==> src/rtl/slot_seq_pkg.sv <==
`timescale 1ns/1ps
package slot_seq_pkg;

  typedef enum logic [3:0] {
    S_IDLE, S_AUX, S_MAIN, S_CLK, S_GAP, S_LINK, S_SETTLE, S_READY,
    S_LPWAIT, S_DNRST, S_DNMAIN, S_DNCLK, S_ERR
  } seqState_t;

  // strobes from control to the timer datapath
  typedef struct packed {
    logic clrClk;   // restart clock-stable age counter
    logic clrMain;  // restart main-stable age counter
    logic clrTmr;   // restart state wait timer
  } dpCtl_t;

endpackage

==> src/rtl/slot_seq_timers.sv <==
`timescale 1ns/1ps
module slot_seq_timers
  import slot_seq_pkg::*;
#(
  parameter int CNT_W    = 8,
  parameter int GAP_MAIN = 40,
  parameter int GAP_CLK  = 12,
  parameter int SETTLE   = 30,
  parameter int WAIT_TO  = 60
) (
  input  logic   clk,
  input  logic   rstN,
  input  dpCtl_t ctl,
  output logic   mainGapDone,
  output logic   clkGapDone,
  output logic   settleDone,
  output logic   waitExpired
);
  localparam int NCNT = 3;
  localparam logic [CNT_W-1:0] CNT_TOP = '1;

  logic [NCNT-1:0]       clrVec;
  logic [NCNT*CNT_W-1:0] cntFlat;

  assign clrVec = ctl;

  // index 0: wait timer, 1: main-stable age, 2: clock-stable age
  for (genvar i = 0; i < NCNT; i++) begin : g_cnt
    logic [CNT_W-1:0] cnt;
    always_ff @(posedge clk or negedge rstN) begin
      if (!rstN)            cnt <= '0;
      else if (clrVec[i])   cnt <= '0;
      else if (cnt != CNT_TOP) cnt <= cnt + 1'b1;
    end
    assign cntFlat[i*CNT_W +: CNT_W] = cnt;
  end

  logic [CNT_W-1:0] tmr, mainAge, clkAge;
  assign tmr     = cntFlat[0 +: CNT_W];
  assign mainAge = cntFlat[CNT_W +: CNT_W];
  assign clkAge  = cntFlat[2*CNT_W +: CNT_W];

  assign mainGapDone = mainAge >= CNT_W'(GAP_MAIN);
  assign clkGapDone  = clkAge  >= CNT_W'(GAP_CLK);
  assign settleDone  = tmr     >= CNT_W'(SETTLE);
  assign waitExpired = tmr     >= CNT_W'(WAIT_TO);


  tmr_sat_chk: assert property (@(posedge clk) disable iff (!rstN)
    (tmr == CNT_TOP && !ctl.clrTmr) |=> tmr == CNT_TOP);


  main_age_restart_chk: assert property (@(posedge clk) disable iff (!rstN)
    ctl.clrMain |=> mainAge == '0);

endmodule

==> src/rtl/slot_seq_ctrl.sv <==
`timescale 1ns/1ps
module slot_seq_ctrl
  import slot_seq_pkg::*;
#(
  parameter bit EARLY_TRAIN = 1'b0
) (
  input  logic   clk,
  input  logic   rstN,
  input  logic   upReq,
  input  logic   downReq,
  input  logic   cardPresent,
  input  logic   auxGood,
  input  logic   mainGood,
  input  logic   clkStable,
  input  logic   linkUp,
  input  logic   lowPwrAck,
  input  logic   powerLoss,
  input  logic   mainGapDone,
  input  logic   clkGapDone,
  input  logic   settleDone,
  input  logic   waitExpired,
  output dpCtl_t dpCtl,
  output logic   auxEn,
  output logic   mainEn,
  output logic   refClkEn,
  output logic   trainEn,
  output logic   relState,
  output logic   lowPwrReq,
  output logic   ready,
  output logic   errFlag
);
  seqState_t st, nxt;

  always_ff @(posedge clk or negedge rstN) begin
    if (!rstN) st <= S_IDLE;
    else       st <= nxt;
  end

  always_comb begin
    nxt = st;
    if (powerLoss && st != S_IDLE && st != S_ERR) nxt = S_ERR;
    else begin
      case (st)
        S_IDLE:   if (upReq && cardPresent) nxt = S_AUX;
        S_AUX:    if (auxGood) nxt = S_MAIN;     else if (waitExpired) nxt = S_ERR;
        S_MAIN:   if (mainGood) nxt = S_CLK;     else if (waitExpired) nxt = S_ERR;
        S_CLK:    if (clkStable) nxt = S_GAP;    else if (waitExpired) nxt = S_ERR;
        S_GAP:    if (mainGapDone && clkGapDone) nxt = S_LINK;
        S_LINK:   if (linkUp) nxt = S_SETTLE;    else if (waitExpired) nxt = S_ERR;
        S_SETTLE: if (settleDone) nxt = S_READY;
        S_READY:  if (downReq) nxt = S_LPWAIT;
        S_LPWAIT: if (lowPwrAck) nxt = S_DNRST;  else if (waitExpired) nxt = S_ERR;
        S_DNRST:  nxt = S_DNMAIN;
        S_DNMAIN: nxt = S_DNCLK;
        S_DNCLK:  nxt = S_IDLE;
        S_ERR:    if (upReq) nxt = cardPresent ? S_AUX : S_IDLE;
        default:  nxt = S_IDLE;
      endcase
    end
  end

  always_comb begin
    dpCtl.clrTmr  = (nxt != st);
    dpCtl.clrMain = (st == S_MAIN) && (nxt == S_CLK);
    dpCtl.clrClk  = (st == S_CLK)  && (nxt == S_GAP);
  end

  logic lateTrain, earlyTrain;
  assign auxEn      = (st != S_IDLE) && (st != S_ERR);
  assign mainEn     = st inside {S_MAIN, S_CLK, S_GAP, S_LINK, S_SETTLE, S_READY, S_LPWAIT, S_DNRST};
  assign refClkEn   = st inside {S_CLK, S_GAP, S_LINK, S_SETTLE, S_READY, S_LPWAIT, S_DNRST, S_DNMAIN};
  assign relState   = st inside {S_LINK, S_SETTLE, S_READY, S_LPWAIT};
  assign lateTrain  = st inside {S_GAP, S_LINK, S_SETTLE, S_READY, S_LPWAIT};
  assign earlyTrain = lateTrain || (st inside {S_AUX, S_MAIN, S_CLK});
  assign trainEn    = EARLY_TRAIN ? earlyTrain : lateTrain;
  assign lowPwrReq  = (st == S_LPWAIT);
  assign ready      = (st == S_READY);
  assign errFlag    = (st == S_ERR);


  main_after_aux_chk: assert property (@(posedge clk) disable iff (!rstN)
    $rose(mainEn) |-> $past(auxGood) && auxEn);


  clk_after_main_chk: assert property (@(posedge clk) disable iff (!rstN)
    $rose(refClkEn) |-> $past(mainGood) && mainEn);


  no_card_idle_chk: assert property (@(posedge clk) disable iff (!rstN)
    (!auxEn && !errFlag && !cardPresent) |=> !auxEn);


  err_sticky_chk: assert property (@(posedge clk) disable iff (!rstN)
    (errFlag && !upReq) |=> errFlag);

endmodule

==> src/rtl/slot_power_sequencer.sv <==
`timescale 1ns/1ps
module slot_power_sequencer
  import slot_seq_pkg::*;
#(
  parameter int GAP_MAIN_CYC = 25_000_000,
  parameter int GAP_CLK_CYC  = 25_000,
  parameter int SETTLE_CYC   = 25_000_000,
  parameter int WAIT_TO_CYC  = 50_000_000,
  parameter bit EARLY_TRAIN  = 1'b0
) (
  input  logic clk,
  input  logic rstN,
  input  logic upReq,
  input  logic downReq,
  input  logic cardPresent,
  input  logic auxGood,
  input  logic mainGood,
  input  logic clkStable,
  input  logic dllCapable,
  input  logic dllActive,
  input  logic vendorLinkUp,
  input  logic lowPwrAck,
  input  logic powerLoss,
  output logic auxEn,
  output logic mainEn,
  output logic refClkEn,
  output logic trainEn,
  output logic cardRstN,
  output logic lowPwrReq,
  output logic ready,
  output logic errFlag
);
  localparam int MAX_AB  = (GAP_MAIN_CYC > GAP_CLK_CYC) ? GAP_MAIN_CYC : GAP_CLK_CYC;
  localparam int MAX_CD  = (SETTLE_CYC > WAIT_TO_CYC) ? SETTLE_CYC : WAIT_TO_CYC;
  localparam int MAX_LIM = (MAX_AB > MAX_CD) ? MAX_AB : MAX_CD;
  localparam int CNT_W   = $clog2(MAX_LIM + 2);

  dpCtl_t dpCtl;
  logic   mainGapDone, clkGapDone, settleDone, waitExpired;
  logic   linkUp, relState;

  assign linkUp = dllCapable ? dllActive : vendorLinkUp;

  slot_seq_ctrl #(.EARLY_TRAIN(EARLY_TRAIN)) u_ctrl (
    .clk(clk), .rstN(rstN), .upReq(upReq), .downReq(downReq),
    .cardPresent(cardPresent), .auxGood(auxGood), .mainGood(mainGood),
    .clkStable(clkStable), .linkUp(linkUp), .lowPwrAck(lowPwrAck),
    .powerLoss(powerLoss), .mainGapDone(mainGapDone), .clkGapDone(clkGapDone),
    .settleDone(settleDone), .waitExpired(waitExpired), .dpCtl(dpCtl),
    .auxEn(auxEn), .mainEn(mainEn), .refClkEn(refClkEn), .trainEn(trainEn),
    .relState(relState), .lowPwrReq(lowPwrReq), .ready(ready), .errFlag(errFlag)
  );

  slot_seq_timers #(
    .CNT_W(CNT_W), .GAP_MAIN(GAP_MAIN_CYC), .GAP_CLK(GAP_CLK_CYC),
    .SETTLE(SETTLE_CYC), .WAIT_TO(WAIT_TO_CYC)
  ) u_timers (
    .clk(clk), .rstN(rstN), .ctl(dpCtl),
    .mainGapDone(mainGapDone), .clkGapDone(clkGapDone),
    .settleDone(settleDone), .waitExpired(waitExpired)
  );

  // surprise power loss bypasses every register
  assign cardRstN = relState && !powerLoss;


  release_gap_chk: assert property (@(posedge clk) disable iff (!rstN)
    $rose(cardRstN) |-> $past(mainGapDone && clkGapDone));


  release_enables_chk: assert property (@(posedge clk) disable iff (!rstN)
    cardRstN |-> auxEn && mainEn && refClkEn && trainEn);


  ready_settle_chk: assert property (@(posedge clk) disable iff (!rstN)
    $rose(ready) |-> $past(settleDone) && cardRstN);


  main_off_order_chk: assert property (@(posedge clk) disable iff (!rstN)
    ($fell(mainEn) && !errFlag) |-> !cardRstN && $past(!cardRstN));


  clk_off_order_chk: assert property (@(posedge clk) disable iff (!rstN)
    ($fell(refClkEn) && !errFlag) |-> $past(!mainEn));


  loss_to_err_chk: assert property (@(posedge clk) disable iff (!rstN)
    (powerLoss && ready) |=> errFlag && !mainEn);

endmodule

==> config.mk <==
export PLATFORM = sky130hd
export DESIGN_NAME = slot_power_sequencer
export DESIGN_NICKNAME = d
export VERILOG_FILES = /design/src/rtl/slot_seq_pkg.sv /design/src/rtl/slot_seq_timers.sv /design/src/rtl/slot_seq_ctrl.sv /design/src/rtl/slot_power_sequencer.sv
export SDC_FILE = /design/constraint.sdc
export NUM_CORES = 1
export LEC_CHECK = 0
export ABC_CLOCK_PERIOD_IN_PS = 2000
export CORE_MARGIN = 4
export CORE_UTILIZATION = 56
export CTS_CLUSTER_DIAMETER = 30
export DETAILED_ROUTE_END_ITERATION = 10
export GPL_TIMING_DRIVEN = 0
export PLACE_DENSITY = 0.77
export SETUP_SLACK_MARGIN = 0.4
export SYNTH_ARGS = -nofsm -noshare
export SYNTH_HDL_FRONTEND = slang
export SYNTH_SLANG_ARGS = --single-unit
==> constraint.sdc <==
create_clock -name clk -period 2 [get_ports clk]
set_input_delay 0.4 -clock clk [delete_from_list [all_inputs] [get_ports clk]]
set_output_delay 0.4 -clock clk [all_outputs]
set_load 0.03 [all_outputs]
==> flow_metrics.env <==
export IMPL_routed_wire_length_per_instance_um=18.6
export IMPL_synth_area_um2=5450
export IMPL_finalWorstPathRequiredPeriod_ps=2480
export IMPL_finalWirelength_mm=15.3
export IMPL_cts_sink_count=82
export IMPL_path_buf_inv=4
export IMPL_preCtsSetupSlack_ps=-903
export IMPL_drtIter0Drc=317
export IMPL_clock_latency_ps=360
export IMPL_fin_util_pct=77.7
export IMPL_powerDensity_nw_per_um2=1310
export IMPL_violations="design-rule violations, negative setup slack"
export IMPL_netlist_cell_type_count=73
export IMPL_grt_first_pass_wirelength_mm=23.9
export IMPL_postSynthNetCount=630
export IMPL_grt_start_max_net_pins=68
export IMPL_core_area_um2=9370
export IMPL_worstSetupEndpointType="flop"
export IMPL_timing_critical_path_arrival_ps=2740
export IMPL_synth_async_sr_flop_share_pct=100
export IMPL_place_gp_congestion=0.948
export IMPL_totalPowerFinal_w=0.00955
export IMPL_drc=1
export IMPL_synth_yosys_seq_area_share_pct=37.6
export IMPL_clock_tree_root_cell="clkbuf_8"
export IMPL_place_port_buffers=20
export IMPL_num_nets_final=710
export IMPL_worstMarginPinSlew_ps=678
export IMPL_hpwl_mm=8.92
export IMPL_antennaDiodeCount=0
export IMPL_slew_limit_headroom_pct=54.7
export IMPL_synth_area_per_cell_um2=8.93
export IMPL_die_width_um=107
export IMPL_setup_tns_ps=-30850
export IMPL_syn2layout_area_growth_pct=33.6
export IMPL_ys_warn_count=0
export IMPL_ir_worst_vdd_mv=0.858
export IMPL_netlist_top_cell_by_area="dfrtp_1"
export IMPL_number_of_global_route_vias_before_repair=5042
export IMPL_max_stage_delay_ps=470
export IMPL_setup_violation_total_in_the_final_timing_report=82
export IMPL_numCtsBuffers=9
export IMPL_synth_area_top_cells="dfrtp_1 (38%), xnor2_1 (6.4%), nor2_1 (6.1%)"
export IMPL_power_leakage_nw=2.86
export IMPL_netlist_instances=611
export IMPL_rsz_0062_raised_after_global_routing="true"
export IMPL_count_of_flip_flops_with_a_built_in_enable_after_synthesis=0
export IMPL_detail_route_vias_per_cell=6.21
export IMPL_path_class="reg -> reg"
export IMPL_grt_use_total_pct=25.5
export IMPL_route_antenna_remaining_nets=0
export IMPL_detail_route_first_pass_iterations=8
export IMPL_clock_tree_buf_depth=2
export IMPL_cp_top_family="compound AO/OA/AOI/OAI gates"
export IMPL_postSynthRegisterBits=82
export IMPL_initial_utilization_pct=58.2
export IMPL_nFillCells=596
export IMPL_synth_top_area_share_pct=37.6
export IMPL_clock_fmax_mhz=403
export IMPL_final_cell_count_no_fill=825
export IMPL_cts_max_level=3
export IMPL_most_instantiated_cells_after_synthesis="nor2_1 (88), dfrtp_1 (82), nand2_1 (53), xnor2_1 (40), nand3_1 (32)"
export IMPL_worst_ep_required_time_ps=2260
export IMPL_timing_critical_path_fanout_max=5
export IMPL_startpoint_type="flop"
export IMPL_crit_chain="buf_12, buf_8, inv_4, a2111o_1, o21ai_4, o2bb2ai_2, a2111oi_4, buf_6, o211ai_1, nor4_2"
export IMPL_grt_ovfl_total=0
export IMPL_post_placement_cell_count=761
export IMPL_proportion_of_layout_cells_with_a_drive_suffix_above_1_pct=36.8
export IMPL_max_cap_violations=0
export IMPL_routed_via_count=5127
export IMPL_run_status="finished, violations left"
export IMPL_layout_area_seq_um2=2060
export IMPL_hold_path_class="in -> async"
export IMPL_floorplan_die_area_um2=11400
export IMPL_synth_most_common_cell="nor2_1"
export IMPL_synth_main_ff_cell="dfrtp_1"
export IMPL_finalHoldViolCount=0
export IMPL_chipHeight_um=107
export IMPL_cts_clk_slew_worst_paths_ps=100
export IMPL_final_critical_path_setup_slack_ps=-483
export IMPL_worst_clock_skew_ps=10.4
export IMPL_ios=21
export IMPL_finalCritPeriodShare_pct=124
export IMPL_drv_slew=0
export IMPL_critical_path_slowest_cell="a2111o_1"
export IMPL_antenna_found_initial=0
export IMPL_multi_input_combinational_cell_area_um2=3750
export IMPL_tritoncts="yes"
export IMPL_std_cell_rows=35
## power by group
part,total (W),switching (W),internal [W],leakage [nW]
clock,0.00129,0.000667,0.000627,0.105
combinational,0.00583,0.00330,0.00253,1.73
sequential,0.00243,0.000412,0.00201,1.03
total,0.00955,0.00438,0.00517,2.86
## kinds of logic after synthesis
logic type	Yosys count	synth area share [%]
AND/OR/NAND/NOR	329	34.1
flip-flops	82	37.6
AO/OA/AOI/OAI	69	9.96
XOR/XNOR	68	10.9
buffers and inverters	50	4.68
multiplexers	7	1.31
adder cells (fa/ha/maj)	6	1.38
## cell usage in the layout, fill, tap and decap left out, types with 7 or more instances in the layout
cell / n
nand3_1: 30
nand2_1: 44
dfrtp_1: 78
nor4_4: 7
clkbuf_8: 10
buf_6: 25
nor4_1: 8
nor2_1: 57
and3_1: 9
nor4_2: 22
nor2_2: 15
xor2_1: 28
inv_1: 23
a21oi_1: 8
nand2_2: 27
nand4_1: 25
nor2_4: 16
nor3_1: 18
xnor2_1: 37
clkdlybuf4s50_1: 11
buf_4: 33
## final cells by class
cell class,count,area share (%)
timing repair buffer,69,9.72
clock buffer,10,1.89
inverter,26,1.41
multi-input combinational,479,51.5
sequential,82,28.2
buffer,24,4.05
tap,129,2.22
clock inverter,6,0.979
## final timing paths
kind / from / to / slack (ps) / cells after the start
hold / removal: rstN / u_timers.g_cnt[1].cnt[21]$_DFFE_PN0P_ / 450 / 2
setup reg to reg: u_ctrl.st[1]$_DFF_PN0_ / u_timers.g_cnt[0].cnt[2]$_DFFE_PN0P_ / -480 / 10
min in group clk: u_timers.clkAge[8]$_DFFE_PN0P_ / u_timers.clkAge[8]$_DFFE_PN0P_ / 560 / 2
setup / recovery: u_ctrl.st[1]$_DFF_PN0_ / u_timers.g_cnt[0].cnt[2]$_DFFE_PN0P_ / -480 / 10
max in group asynchronous: rstN / u_ctrl.st[1]$_DFF_PN0_ / 910 / 3
hold reg to reg: u_timers.clkAge[8]$_DFFE_PN0P_ / u_timers.clkAge[8]$_DFFE_PN0P_ / 560 / 2
## state kept, by name, indices dropped and copies added, names as in the netlist
register            cells
u_timers.g_cnt.cnt     52
u_ctrl.st               4
u_timers.clkAge        26
## worst register-to-register path: stages (launching register included)
cell	delay, ps
dfrtp_2	410
buf_12	110
buf_8	110
inv_4	50
a2111o_1	470
o21ai_4	120
o2bb2ai_2	130
a2111oi_4	390
buf_6	200
o211ai_1	140
nor4_2	250
## routing by layer
layer / part of all wire [%] / track usage, % / vias up
met5: 0 / 0 / -
met4: 2.1 / 7.85 / 0
met3: 5.5 / 5.18 / 41
met2: 52 / 45.0 / 205
met1: 40 / 31.5 / 2556
li1: - / - / 2325
## metrics by stage
| step | cell area, µm² | hold WS, ps |
|---|---|---|
| after CTS | 6780 | 445 |
| after global routing | 7290 | 433 |
| after floorplan | 5620 | 104 |
| after global placement | 5980 | 522 |
| final | 7290 | 446 |
| after detailed placement | 6000 | 292 |
## repair_timing
action,in CTS,in global routing
resized for setup,126,84
hold buffers,1,0
pin swaps,24,26
endpoints found under the hold margin,15,0
setup buffers,29,10
endpoints found under the setup margin,90,90
gates cloned,4,4
Power figures use the tool's default switching activity.
